File: src/rtl/gk_pkg.sv
package gk_pkg;
  localparam int REG_W  = 32;
  localparam int HALF_W = 16;

  // Phase of one gate, derived from {request, status}
  typedef enum logic [1:0] {
    GATE_SHUT     = 2'b00,
    GATE_DRAINING = 2'b01,
    GATE_OPENING  = 2'b10,
    GATE_LIVE     = 2'b11
  } gate_phase_e;

  function automatic gate_phase_e phase_of(input logic req, input logic st);
    return gate_phase_e'({req, st});
  endfunction
endpackage

File: src/rtl/gk_regfile.sv
module gk_regfile
  import gk_pkg::*;
#(
  parameter int NUM_PORTS = 4
) (
  input  logic                 clk,
  input  logic                 rst,
  input  logic                 wr_en,
  input  logic [REG_W-1:0]     wdata,
  input  logic [NUM_PORTS-1:0] status,
  output logic [NUM_PORTS-1:0] request,
  output logic [REG_W-1:0]     rdata
);
  logic [NUM_PORTS-1:0] req_q;
  logic [REG_W-1:0]     snap;
  logic [REG_W-1:0]     rdata_q;

  // Only the low NUM_PORTS bits are stored; everything else is dropped
  always_ff @(posedge clk) begin
    if (rst) begin
      req_q <= '0;
    end else if (wr_en) begin
      req_q <= wdata[NUM_PORTS-1:0];
    end
  end

  always_comb begin
    snap = '0;
    for (int n = 0; n < NUM_PORTS; n++) begin
      snap[n]          = req_q[n];
      snap[HALF_W + n] = status[n];
    end
  end

  always_ff @(posedge clk) begin
    if (rst) begin
      rdata_q <= '0;
    end else begin
      rdata_q <= snap;
    end
  end

  assign request = req_q;
  assign rdata   = rdata_q;
endmodule

File: src/rtl/gk_inflight.sv
module gk_inflight #(
  parameter int CNT_W = 4
) (
  input  logic             clk,
  input  logic             rst,
  input  logic             inc,
  input  logic             dec,
  output logic [CNT_W-1:0] count,
  output logic             full,
  output logic             empty
);
  localparam logic [CNT_W-1:0] CNT_MAX = {CNT_W{1'b1}};

  logic [CNT_W-1:0] cnt_q;
  logic             dec_ok;

  assign empty  = (cnt_q == '0);
  assign full   = (cnt_q == CNT_MAX);
  // A completion with nothing in flight is passed on but not counted
  assign dec_ok = dec && !empty;

  always_ff @(posedge clk) begin
    if (rst) begin
      cnt_q <= '0;
    end else begin
      case ({inc, dec_ok})
        2'b10:   cnt_q <= cnt_q + 1'b1;
        2'b01:   cnt_q <= cnt_q - 1'b1;
        default: cnt_q <= cnt_q;
      endcase
    end
  end

  assign count = cnt_q;
endmodule

File: src/rtl/gk_port.sv
module gk_port
  import gk_pkg::*;
#(
  parameter int CNT_W  = 4,
  parameter int DATA_W = 32
) (
  input  logic              clk,
  input  logic              rst,
  input  logic              req_bit,
  input  logic              wr_hit,
  input  logic              wr_bit,
  input  logic              up_req_valid,
  input  logic [DATA_W-1:0] up_req_data,
  output logic              up_req_ready,
  output logic              dn_req_valid,
  output logic [DATA_W-1:0] dn_req_data,
  input  logic              dn_req_ready,
  input  logic              dn_cpl_valid,
  output logic              dn_cpl_ready,
  output logic              up_cpl_valid,
  input  logic              up_cpl_ready,
  output logic              status,
  output logic [CNT_W-1:0]  count
);
  logic        st_q;
  logic        admit;
  logic        full;
  logic        empty;
  logic        revert;
  logic        st_n;
  gate_phase_e phase;

  assign phase  = phase_of(req_bit, st_q);
  assign admit  = (phase == GATE_LIVE) && !full;
  // A write that puts the request back to the current status cancels a pending change
  assign revert = wr_hit && (wr_bit == st_q);

  always_comb begin
    st_n = st_q;
    case (phase)
      GATE_OPENING:  if (!revert)          st_n = 1'b1;
      GATE_DRAINING: if (!revert && empty) st_n = 1'b0;
      default:       st_n = st_q;
    endcase
  end

  always_ff @(posedge clk) begin
    if (rst) begin
      st_q <= 1'b0;
    end else begin
      st_q <= st_n;
    end
  end

  assign dn_req_valid = up_req_valid && admit;
  assign up_req_ready = dn_req_ready && admit;
  assign dn_req_data  = up_req_data;
  assign up_cpl_valid = dn_cpl_valid;
  assign dn_cpl_ready = up_cpl_ready;

  gk_inflight #(.CNT_W(CNT_W)) u_cnt (
    .clk   (clk),
    .rst   (rst),
    .inc   (up_req_valid && up_req_ready),
    .dec   (dn_cpl_valid && up_cpl_ready),
    .count (count),
    .full  (full),
    .empty (empty)
  );

  assign status = st_q;
endmodule

File: src/rtl/filter_gate_ctrl.sv
module filter_gate_ctrl
  import gk_pkg::*;
#(
  parameter int NUM_PORTS = 4,  // 1..16
  parameter int CNT_W     = 4,
  parameter int DATA_W    = 32
) (
  input  logic                        clk,
  input  logic                        rst,
  input  logic                        reg_wr_en,
  input  logic [31:0]                 reg_wdata,
  output logic [31:0]                 reg_rdata,
  input  logic [NUM_PORTS-1:0]        up_req_valid,
  input  logic [NUM_PORTS*DATA_W-1:0] up_req_data,
  output logic [NUM_PORTS-1:0]        up_req_ready,
  output logic [NUM_PORTS-1:0]        dn_req_valid,
  output logic [NUM_PORTS*DATA_W-1:0] dn_req_data,
  input  logic [NUM_PORTS-1:0]        dn_req_ready,
  input  logic [NUM_PORTS-1:0]        dn_cpl_valid,
  output logic [NUM_PORTS-1:0]        dn_cpl_ready,
  output logic [NUM_PORTS-1:0]        up_cpl_valid,
  input  logic [NUM_PORTS-1:0]        up_cpl_ready
);
  logic [NUM_PORTS-1:0]       req_vec;
  logic [NUM_PORTS-1:0]       st_vec;
  logic [NUM_PORTS*CNT_W-1:0] cnt_flat;

  gk_regfile #(.NUM_PORTS(NUM_PORTS)) u_regs (
    .clk     (clk),
    .rst     (rst),
    .wr_en   (reg_wr_en),
    .wdata   (reg_wdata),
    .status  (st_vec),
    .request (req_vec),
    .rdata   (reg_rdata)
  );

  for (genvar n = 0; n < NUM_PORTS; n++) begin : g_port
    gk_port #(.CNT_W(CNT_W), .DATA_W(DATA_W)) u_port (
      .clk          (clk),
      .rst          (rst),
      .req_bit      (req_vec[n]),
      .wr_hit       (reg_wr_en),
      .wr_bit       (reg_wdata[n]),
      .up_req_valid (up_req_valid[n]),
      .up_req_data  (up_req_data[n*DATA_W +: DATA_W]),
      .up_req_ready (up_req_ready[n]),
      .dn_req_valid (dn_req_valid[n]),
      .dn_req_data  (dn_req_data[n*DATA_W +: DATA_W]),
      .dn_req_ready (dn_req_ready[n]),
      .dn_cpl_valid (dn_cpl_valid[n]),
      .dn_cpl_ready (dn_cpl_ready[n]),
      .up_cpl_valid (up_cpl_valid[n]),
      .up_cpl_ready (up_cpl_ready[n]),
      .status       (st_vec[n]),
      .count        (cnt_flat[n*CNT_W +: CNT_W])
    );
  end
endmodule

File: config.mk
export PLATFORM = sky130hd
export DESIGN_NAME = filter_gate_ctrl
export DESIGN_NICKNAME = d
export VERILOG_FILES = /design/src/rtl/gk_pkg.sv /design/src/rtl/gk_regfile.sv /design/src/rtl/gk_inflight.sv /design/src/rtl/gk_port.sv /design/src/rtl/filter_gate_ctrl.sv
export SDC_FILE = /design/constraint.sdc
export NUM_CORES = 1
export LEC_CHECK = 0
export CAP_MARGIN = 5
export CORE_AREA = 2 2 138 140
export DETAILED_ROUTE_END_ITERATION = 6
export DIE_AREA = 0 0 140 142
export MAX_ROUTING_LAYER = met4
export PLACE_DENSITY = 0.62
export SYNTH_ARGS = -nofsm -noshare
export SYNTH_HDL_FRONTEND = slang
export SYNTH_HIERARCHICAL = 1
export SYNTH_SLANG_ARGS = --single-unit
File: constraint.sdc
create_clock -name clk -period 7.4 [get_ports clk]
set_clock_uncertainty 0.05 [all_clocks]
set_input_delay 1.11 -clock clk [delete_from_list [all_inputs] [get_ports clk]]
set_output_delay 1.11 -clock clk [all_outputs]
set_load 0.1 [all_outputs]
==> results.yml, run 1 <==
worst_setup_path:
  crit_path_max_incr_delay_ns: 1.19
  crit_top_cell: "clkdlybuf4s50_1"
  cp_num_buf_inv: 2
  endpoint_kind: "output port"
  cp_data_required_time_ns: 6.24
  crit_fanout: 2
  worstPathArrival_ns: 3.07
  cpMaxStageDelayCell: "clkdlybuf4s50_1"
  worstSetupPathType: "in -> out"
  startpoint_type: "primary input"
  crit_family: "buffers and inverters"
  cp_cell_sequence: "clkdlybuf4s50_1 > nor3b_1 > clkdlybuf4s50_1"
cells_and_area:
  seq_area_sq_um: 641
  fin_nets: 469
  diodes: 0
  area_delta_synth_final_pct: -8.08
  drive_gt1_share_pct: 7.64
  multi_input_area_sq_um: 1130
  nFillCells: 2084
yosys:
  syn_area_sq_um: 2990
  ys_ff_latch: 32
  synthMuxAreaShare_pct: 1.34
  yosys.cell_count.top_type: "buf_4"
  yosys-top-cells-count: "buf_4, dfxtp_1, a21oi_1, nor2_1, inv_1"
  ys_top_cells_by_area: "buf_4, dfxtp_1, ha_1"
  syn_avg_cell_area_sq_um: 8.23
  ys_types: 27
  ys.flop_type: "dfxtp_1"
  syn_inst: 363
  ys_warn_count: 6
  synthSimpleGateAreaFrac_pct: 17.3
  synth_top_family_by_area: "buffers and inverters"
  ys_seq_area_share_pct: 21.4
  synthXorXnorAreaFrac_pct: 2.35
  synth_edf_count: 0
  synth_compound_area_share_pct: 6.03
  synth_fa_ha_area_share_pct: 7.71
  synth_area_leader_cell: "buf_4"
  synthArstFlopShare_pct: 0
  yosys.area.top_type_share_pct: 40.2
floorplanning:
  dieWidth_microns: 140
  rows: 50
  chipHeight_microns: 142
  core_sq_um: 18500
  initial_core_util_pct: 16.2
  io_pins: 355
  die_area_sq_um: 19900
run_status:
  violations: "design-rule violations"
  outcome: "finished, violations left"
timing:
  post-route-period-util_pct: 57.2
  setup_slack_ns: 3.17
  maxSlewHeadroom_pct: 32.3
  max_freq_mhz: 236
  rsz0062_at_grt: "false"
  worstMarginPinSlew_ns: 1.01
  finalSetupTns_ns: 0
  finalMaxSlewViolations: 0
  period_needed_ns: 4.23
  hold_slack_ns: 0.432
  final_hold_viol_count: 0
  setup_viol: 0
grt:
  antenna_found_initial: 0
  grt_pass1_vias: 1524
  grt_overflow: 0
  grt_util_all_layers_pct: 5.64
  grt_max_degree: 33
  grt_pass1_wl_microns: 8370
clock_network:
  post_cts_buffers: 0
  hold_buffers: 0
  cts_made_buffers: 5
  cts.clk_slew.worst_paths_ns: 0.06
  cts_tree: "yes"
  cts_resized: 0
  root_buffer: "clkbuf_16"
  clk_latency_ns: 0.28
  cts.path.max_buffers: 2
  clkSinkCount: 32
  cts_max_level: 2
drt:
  vias: 1743
  wirelength_microns: 5610
  ant_nets: 0
  drc_errors: 15
  vias_per_cell: 3.42
  dr.pass1.iters: 7
  wire_per_inst_microns: 11.0
  drt_iter0_markers: 57
power_and_ir_drop:
  ir_drop_mv: 0.0648
  powerDensity_nw_per_um2: 180
  p_leak_nw: 0.962
place:
  dpl_worst_slack_ns: 3.16
  globalplace.congestion: 0.728
  hpwl_microns: 4350
  port_buffers: 46
hold_path:
  min_path_type: "reg -> reg"
job:
  max_cap_violations: 0
through the flow:
stage / instance area, sq um / cells / power, mW / utilization [%]
floorplan: 3070 / 386 / 0.609 / -
global placement: 2600 / 501 / 0.294 / 14.1
detailed placement: 2600 / 501 / 0.294 / 14.1
CTS: 2750 / 509 / 0.505 / 14.9
global route: 2750 / 509 / 0.518 / 14.9
finish: 2750 / 509 / 0.496 / 14.9
worst register-to-register path, delay by kind of cell, from the launching register on:
kind / cells / cell delay [ns]
compound gates: 3 / 0.43
fa+ha+maj: 2 / 0.57
buf+inv: 1 / 0.04
flops: 1 / 0.36
simple gates: 4 / 1.07
final timing paths:
path / startpoint / slack [ns] / cells past startpoint / endpoint
setup / recovery: dn_req_ready[1] / 3.17 / 3 / up_req_ready[1]
hold reg to reg: g_port[3].u_port/status / 0.43 / 1 / u_regs/rdata[19]
setup reg to reg: g_port[0].u_port/u_cnt/count[0] / 4.82 / 10 / g_port[0].u_port/u_cnt/count[3]
hold / removal: g_port[3].u_port/status / 0.43 / 1 / u_regs/rdata[19]
final cells by class:
| type | instances | share of cell area [%] |
|---|---|---|
| clock buffer | 5 | 4.56 |
| tap | 234 | 10.7 |
| sequential | 32 | 23.3 |
| clock inverter | 3 | 0.683 |
| inverter | 20 | 2.73 |
| multi-input combinational | 168 | 41.0 |
| timing repair buffer | 47 | 17.0 |
cell families after synthesis:
kind of cell    Yosys count
flops                    32
fa+ha+maj                16
buf+inv                 186
xor+xnor                  8
mux                       4
compound gates           32
simple gates             84
other cells               1
sequential cells by signal, indices dropped and copies added, names as in the netlist:
register / cells
g_port.u_port/status: 4
u_regs/rdata: 8
u_regs/request: 4
g_port.u_port/u_cnt/count: 16
power breakdown:
group / internal (mW) / leakage, nW / switching [mW] / total, mW
clock network: 0.124 / 0.0736 / 0.0817 / 0.206
registers: 0.175 / 0.259 / 0.00223 / 0.178
logic: 0.0218 / 0.629 / 0.0906 / 0.112
total: 0.321 / 0.962 / 0.175 / 0.496
cells in the final DEF (no fill, tap or decap), drive strengths merged, types with 5 or more instances in the layout:
master / instances
nor2: 24
clkbuf: 5
ha: 12
nor3b: 8
nor2b: 12
conb: 24
a21oi: 24
dfxtp: 32
and2: 8
inv: 20
xor2: 8
clkdlybuf4s50: 46
metal layers:
metal	wire length (microns)	track usage (%)	part of all wire [%]	vias to the layer above
met5	0	-	0	-
met4	556	6.91	9.9	0
met3	664	2.59	12	58
met2	2200	7.29	39	122
met1	2190	5.72	39	748
li1	-	-	-	815
Note: power is estimated with default switching activity, not from simulation.
==> run 2: changes to the inputs <==
--- a/config.mk
+++ b/config.mk
@@ -6,9 +6,9 @@
 export NUM_CORES = 1
 export LEC_CHECK = 0
 export CAP_MARGIN = 5
-export CORE_AREA = 2 2 138 140
+export CORE_AREA = 2 2 137 139
 export DETAILED_ROUTE_END_ITERATION = 6
-export DIE_AREA = 0 0 140 142
+export DIE_AREA = 0 0 139 141
 export MAX_ROUTING_LAYER = met4
 export PLACE_DENSITY = 0.62
 export SYNTH_ARGS = -nofsm -noshare
==> constraint.sdc (replaced) <==
create_clock -name clk -period 4 [get_ports clk]
set_clock_uncertainty 0.05 [all_clocks]
set_input_delay 0.6 -clock clk [delete_from_list [all_inputs] [get_ports clk]]
set_output_delay 0.6 -clock clk [all_outputs]
set_load 0.1 [all_outputs]
==> results.yml, run 2 (synthesized netlist as in run 1, its figures left out) <==
run_status:
  outcome: "complete, no violations"
power_and_ir_drop:
  p_leak_nw: 0.982
  total_power_uw: 915
  ir_drop_mv: 0.233
  powerDensity_nw_per_um2: 337
worst_setup_path:
  worstSetupPathType: "in -> reg"
  reg2reg_to: "g_port[2].u_port/u_cnt/count[3]"
  crit_path_max_incr_delay_ns: 0.46
  crit_fanout: 3
  worstSetupPathDepth: 10
  r2r_start: "g_port[2].u_port/u_cnt/count[0]"
  cp_cell_sequence: "clkdlybuf4s50_1 > nor3b_2 > and2_1 > inv_1 > ha_1 > ha_1 > a21oi_1 > a21oi_1 > or4_1 > a21oi_1"
  cpMaxStageDelayCell: "or4_1"
  endpoint_kind: "flip-flop"
  crit_top_cell: "a21oi_1"
  crit_family: "simple AND/OR/NAND/NOR gates"
  worstPathArrival_ns: 2.90
  cp_data_required_time_ns: 4.16
  r2r_slack_ns: 1.39
  reg2reg_depth: 10
  startpoint_type: "primary input"
  cp_num_buf_inv: 2
floorplanning:
  initial_core_util_pct: 16.4
  die_area_sq_um: 19600
  io_pins: 355
  chipHeight_microns: 141
  core_sq_um: 18300
  dieWidth_microns: 139
  rows: 50
job:
  max_cap_violations: 0
grt:
  grt_util_all_layers_pct: 5.43
  antenna_found_initial: 0
  grt_pass1_vias: 1551
  grt_pass1_wl_microns: 8170
  grt_max_degree: 33
  grt_overflow: 0
timing:
  finalSetupTns_ns: 0
  post-route-period-util_pct: 68.5
  maxSlewHeadroom_pct: 34.2
  period_needed_ns: 2.74
  worstMarginPinSlew_ns: 0.984
  max_freq_mhz: 365
  rsz0062_at_grt: "false"
  setup_viol: 0
  finalMaxSlewViolations: 0
  hold_slack_ns: 0.418
  final_hold_viol_count: 0
clock_network:
  clk_latency_ns: 0.27
  cts_max_level: 2
  cts.clk_slew.worst_paths_ns: 0.05
  clkSinkCount: 32
  cts_made_buffers: 5
  hold_buffers: 0
  cts.path.max_buffers: 2
  post_cts_buffers: 0
  cts_resized: 0
  root_buffer: "clkbuf_16"
  cts_tree: "yes"
cells_and_area:
  diodes: 0
  largest_register_ffs: 16
  layout.cells.non_filler: 509
  nFillCells: 2061
  fin_nets: 469
  seq_area_sq_um: 641
  multi_input_area_sq_um: 1130
  final_cell_mix: "dfxtp_1, clkdlybuf4s50_1, a21oi_1, nor2_1, conb_1"
  drive_gt1_share_pct: 13.1
  mostFrequentLayoutCell: "dfxtp_1"
  area_delta_synth_final_pct: -9.21
drt:
  wirelength_microns: 5510
  wire_per_inst_microns: 10.8
  drt_iter0_markers: 28
  vias_per_cell: 3.44
  dr.pass1.iters: 4
  drc_errors: 0
  ant_nets: 0
  vias: 1751
hold_path:
  hp-start: "g_port[3].u_port/status"
  min_path_type: "reg -> reg"
  min_to: "u_regs/rdata[19]"
  holdPathStages: 1
place:
  hpwl_microns: 4430
  placedCellCount: 501
  globalplace.congestion: 0.775
  port_buffers: 46
[run 2: changes by cell type in the layout (fill, tap and decap cells not counted)]
cell             before  now
clkbuf_1              0    1
clkinv_4              1    0
clkinv_2              2    0
buf_4                 1   17
clkdlybuf4s50_1      46   30
clkinvlp_4            0    1
clkbuf_8              0    1
[run 2: worst register-to-register path, cell delays in order, from the launching register on]
cell and delay, ns:
dfxtp_1 0.36, and4_2 0.27, nor3b_2 0.18, and2_1 0.14, inv_1 0.04, ha_1 0.22, ha_1 0.35, a21oi_1 0.21
a21oi_1 0.11, or4_1 0.46, a21oi_1 0.15
[run 2: layout make-up]
type                    count  area share (%)
multi-input cells         168            41.5
flip-flops and latches     32            23.6
repair buffers             47            15.8
well taps                 234            10.8
clock buffers               7            5.26
inverters                  20            2.77
clock inverters             1           0.277
[run 2: report_power, final]
| part | internal (mW) | switching [mW] | leakage [nW] |
|---|---|---|---|
| clock network | 0.247 | 0.134 | 0.0701 |
| logic | 0.0387 | 0.166 | 0.653 |
| registers | 0.325 | 0.00411 | 0.259 |
| total | 0.611 | 0.304 | 0.982 |
[run 2: how the worst max path moves through the flow]
stage / endpoint / startpoint / slack [ns]
finish: g_port[2].u_port/u_cnt/count[3] / up_req_valid[2] / 1.26
global route: g_port[2].u_port/u_cnt/count[3] / up_req_valid[2] / 1.09
detailed placement: g_port[2].u_port/u_cnt/count[3] / up_req_valid[2] / 0.97
CTS: g_port[2].u_port/u_cnt/count[3] / up_req_valid[2] / 1.26
floorplan: g_port[0].u_port/u_cnt/count[3] / up_req_valid[0] / 0.40
global placement: g_port[3].u_port/u_cnt/count[3] / up_req_valid[3] / 1.04
[run 2: routing by layer]
| layer | share of wire (%) | track usage (%) | vias up |
|---|---|---|---|
| met5 | 0 | - | - |
| met3 | 15 | 3.06 | 77 |
| met4 | 11 | 6.70 | 0 |
| met2 | 42 | 7.39 | 115 |
| li1 | - | - | 812 |
| met1 | 32 | 4.81 | 747 |
[run 2: stage by stage]
stage / setup slack, ns / instance area (sq um) / utilization (%)
after floorplan: 0.400 / 3070 / -
after global placement: 1.04 / 2560 / 14.0
after detailed placement: 0.968 / 2560 / 14.0
after CTS: 1.26 / 2710 / 14.8
after global routing: 1.09 / 2710 / 14.8
final: 1.26 / 2710 / 14.8
==> run 3: changes to the inputs <==
==> constraint.sdc (replaced) <==
create_clock -name clk -period 2.7 [get_ports clk]
set_clock_uncertainty 0.05 [all_clocks]
set_input_delay 0.405 -clock clk [delete_from_list [all_inputs] [get_ports clk]]
set_output_delay 0.405 -clock clk [all_outputs]
set_load 0.1 [all_outputs]
==> results.yml, run 3 (synthesized netlist as in run 1, its figures left out) <==
drt:
  dr.pass1.iters: 4
  drc_errors: 0
  vias: 1758
  ant_nets: 0
  vias_per_cell: 3.44
  wirelength_microns: 6320
  drt_iter0_markers: 19
  wire_per_inst_microns: 12.4
power_and_ir_drop:
  p_leak_nw: 1.02
  powerDensity_nw_per_um2: 461
  netSwitchingPower_uw: 456
  switching_share_pct: 33.6
  clkPwrFrac_pct: 41.6
  p_comb_share_pct: 22.5
  pwr-share-seq_pct: 35.8
  internal-power_uw: 902
  total_power_mw: 1.36
  ir_drop_mv: 0.261
timing:
  maxSlewHeadroom_pct: 59.8
  period_needed_ns: 2.41
  finalSetupTns_ns: 0
  max_freq_mhz: 414
  worstMarginPinSlew_ns: 0.601
  setup_viol: 0
  final_hold_viol_count: 0
  finalMaxSlewViolations: 0
  post-route-period-util_pct: 89.4
  rsz0062_at_grt: "false"
clock_network:
  root_buffer: "clkbuf_16"
  clk_latency_ns: 0.28
  cts.clk_slew.worst_paths_ns: 0.05
  post_cts_buffers: 0
  cts_tree: "yes"
  cts_max_level: 2
  cts_made_buffers: 5
  hold_buffers: 0
  cts.path.max_buffers: 2
  cts_resized: 0
  clkSinkCount: 32
floorplanning:
  dieWidth_microns: 139
  initial_core_util_pct: 16.4
  rows: 50
  core_sq_um: 18300
  die_area_sq_um: 19600
  chipHeight_microns: 141
  io_pins: 355
grt:
  grt_pass1_vias: 1627
  grt_overflow: 0
  grt_util_all_layers_pct: 6.26
  grt_max_degree: 33
  grt_pass1_wl_microns: 9290
  antenna_found_initial: 0
worst_setup_path:
  worstPathArrival_ns: 2.57
  endpoint_kind: "flip-flop"
  cp_data_required_time_ns: 2.85
  crit_fanout: 5
  worstSetupPathType: "reg -> reg"
  startpoint_type: "flip-flop"
place:
  globalplace.congestion: 0.744
  port_buffers: 46
  hpwl_microns: 5160
cells_and_area:
  nFillCells: 2072
  fin_nets: 471
  utilization_pct: 16.1
  drive_gt1_share_pct: 27.8
  diodes: 0
  final_cell_mix: "nor2_1, buf_4, conb_1"
  largest_register_ffs: 16
  area_delta_synth_final_pct: -1.47
job:
  max_cap_violations: 0
run_status:
  outcome: "complete, no violations"
hold_path:
  min_path_type: "reg -> reg"
[run 3: changes by cell type in the layout (fill, tap and decap cells not counted), sizes merged]
cell | previous run | this run
buf | 17 | 27
clkdlybuf4s50 | 30 | 22
clkinv | 0 | 2
clkbuf | 7 | 6
clkinvlp | 1 | 0
[run 3: cell type report]
cell class / count / area [sq um] / share of cell area, %
Clock buffer: 6 / 139 / 4.72
Inverter: 20 / 75.1 / 2.55
Clock inverter: 2 / 10.0 / 0.340
Sequential cell: 32 / 652 / 22.1
Multi-Input combinational cell: 168 / 1320 / 44.7
Timing Repair Buffer: 49 / 460 / 15.6
Tap cell: 234 / 293 / 9.94
[run 3: critical path, cell delays in order (launching register included)]
cell     delay [ns]
dfxtp_1        0.37
and4_4         0.24
nor3b_4        0.19
and2_1         0.14
inv_1          0.04
ha_2           0.20
ha_4           0.23
a21oi_1        0.17
a21oi_1        0.10
or4_1          0.47
a21oi_1        0.14
[run 3: metrics by stage]
step,std cells,setup WS [ns],hold WS (ns),cell area [sq um]
6_report,511,0.286,0.431,2940
5_1_grt,511,0.0513,0.448,2940
4_1_cts,511,0.267,0.433,2940
3_5_place_dp,503,-0.00500,0.425,2800
3_3_place_gp,503,0.0482,0.419,2800
2_1_floorplan,386,-0.349,0.407,3270
[run 3: routing by layer]
layer	track usage [%]	wire length, microns	up-vias
met4	4.78	462	0
met3	4.59	1120	60
met2	9.26	2740	130
met5	-	0	-
li1	-	-	816
met1	5.47	2000	752
[run 3: path summary, 6_finish.rpt]
kind / to / startpoint / slack [ns] / depth (start not counted)
min reg2reg: u_regs/rdata[17] / g_port[1].u_port/status / 0.43 / 1
max reg2reg: g_port[0].u_port/u_cnt/count[3] / g_port[0].u_port/u_cnt/count[0] / 0.29 / 10
min: u_regs/rdata[17] / g_port[1].u_port/status / 0.43 / 1
max: g_port[0].u_port/u_cnt/count[3] / g_port[0].u_port/u_cnt/count[0] / 0.29 / 10
[run 3: power by group through the flow]
stage	Combinational [mW]	Sequential (mW)	Clock, mW
finish	0.306	0.487	0.565
floorplan	1.15	0.518	0
CTS	0.307	0.487	0.588
global placement	0.307	0.497	0
global route	0.316	0.488	0.603
detailed placement	0.307	0.497	0
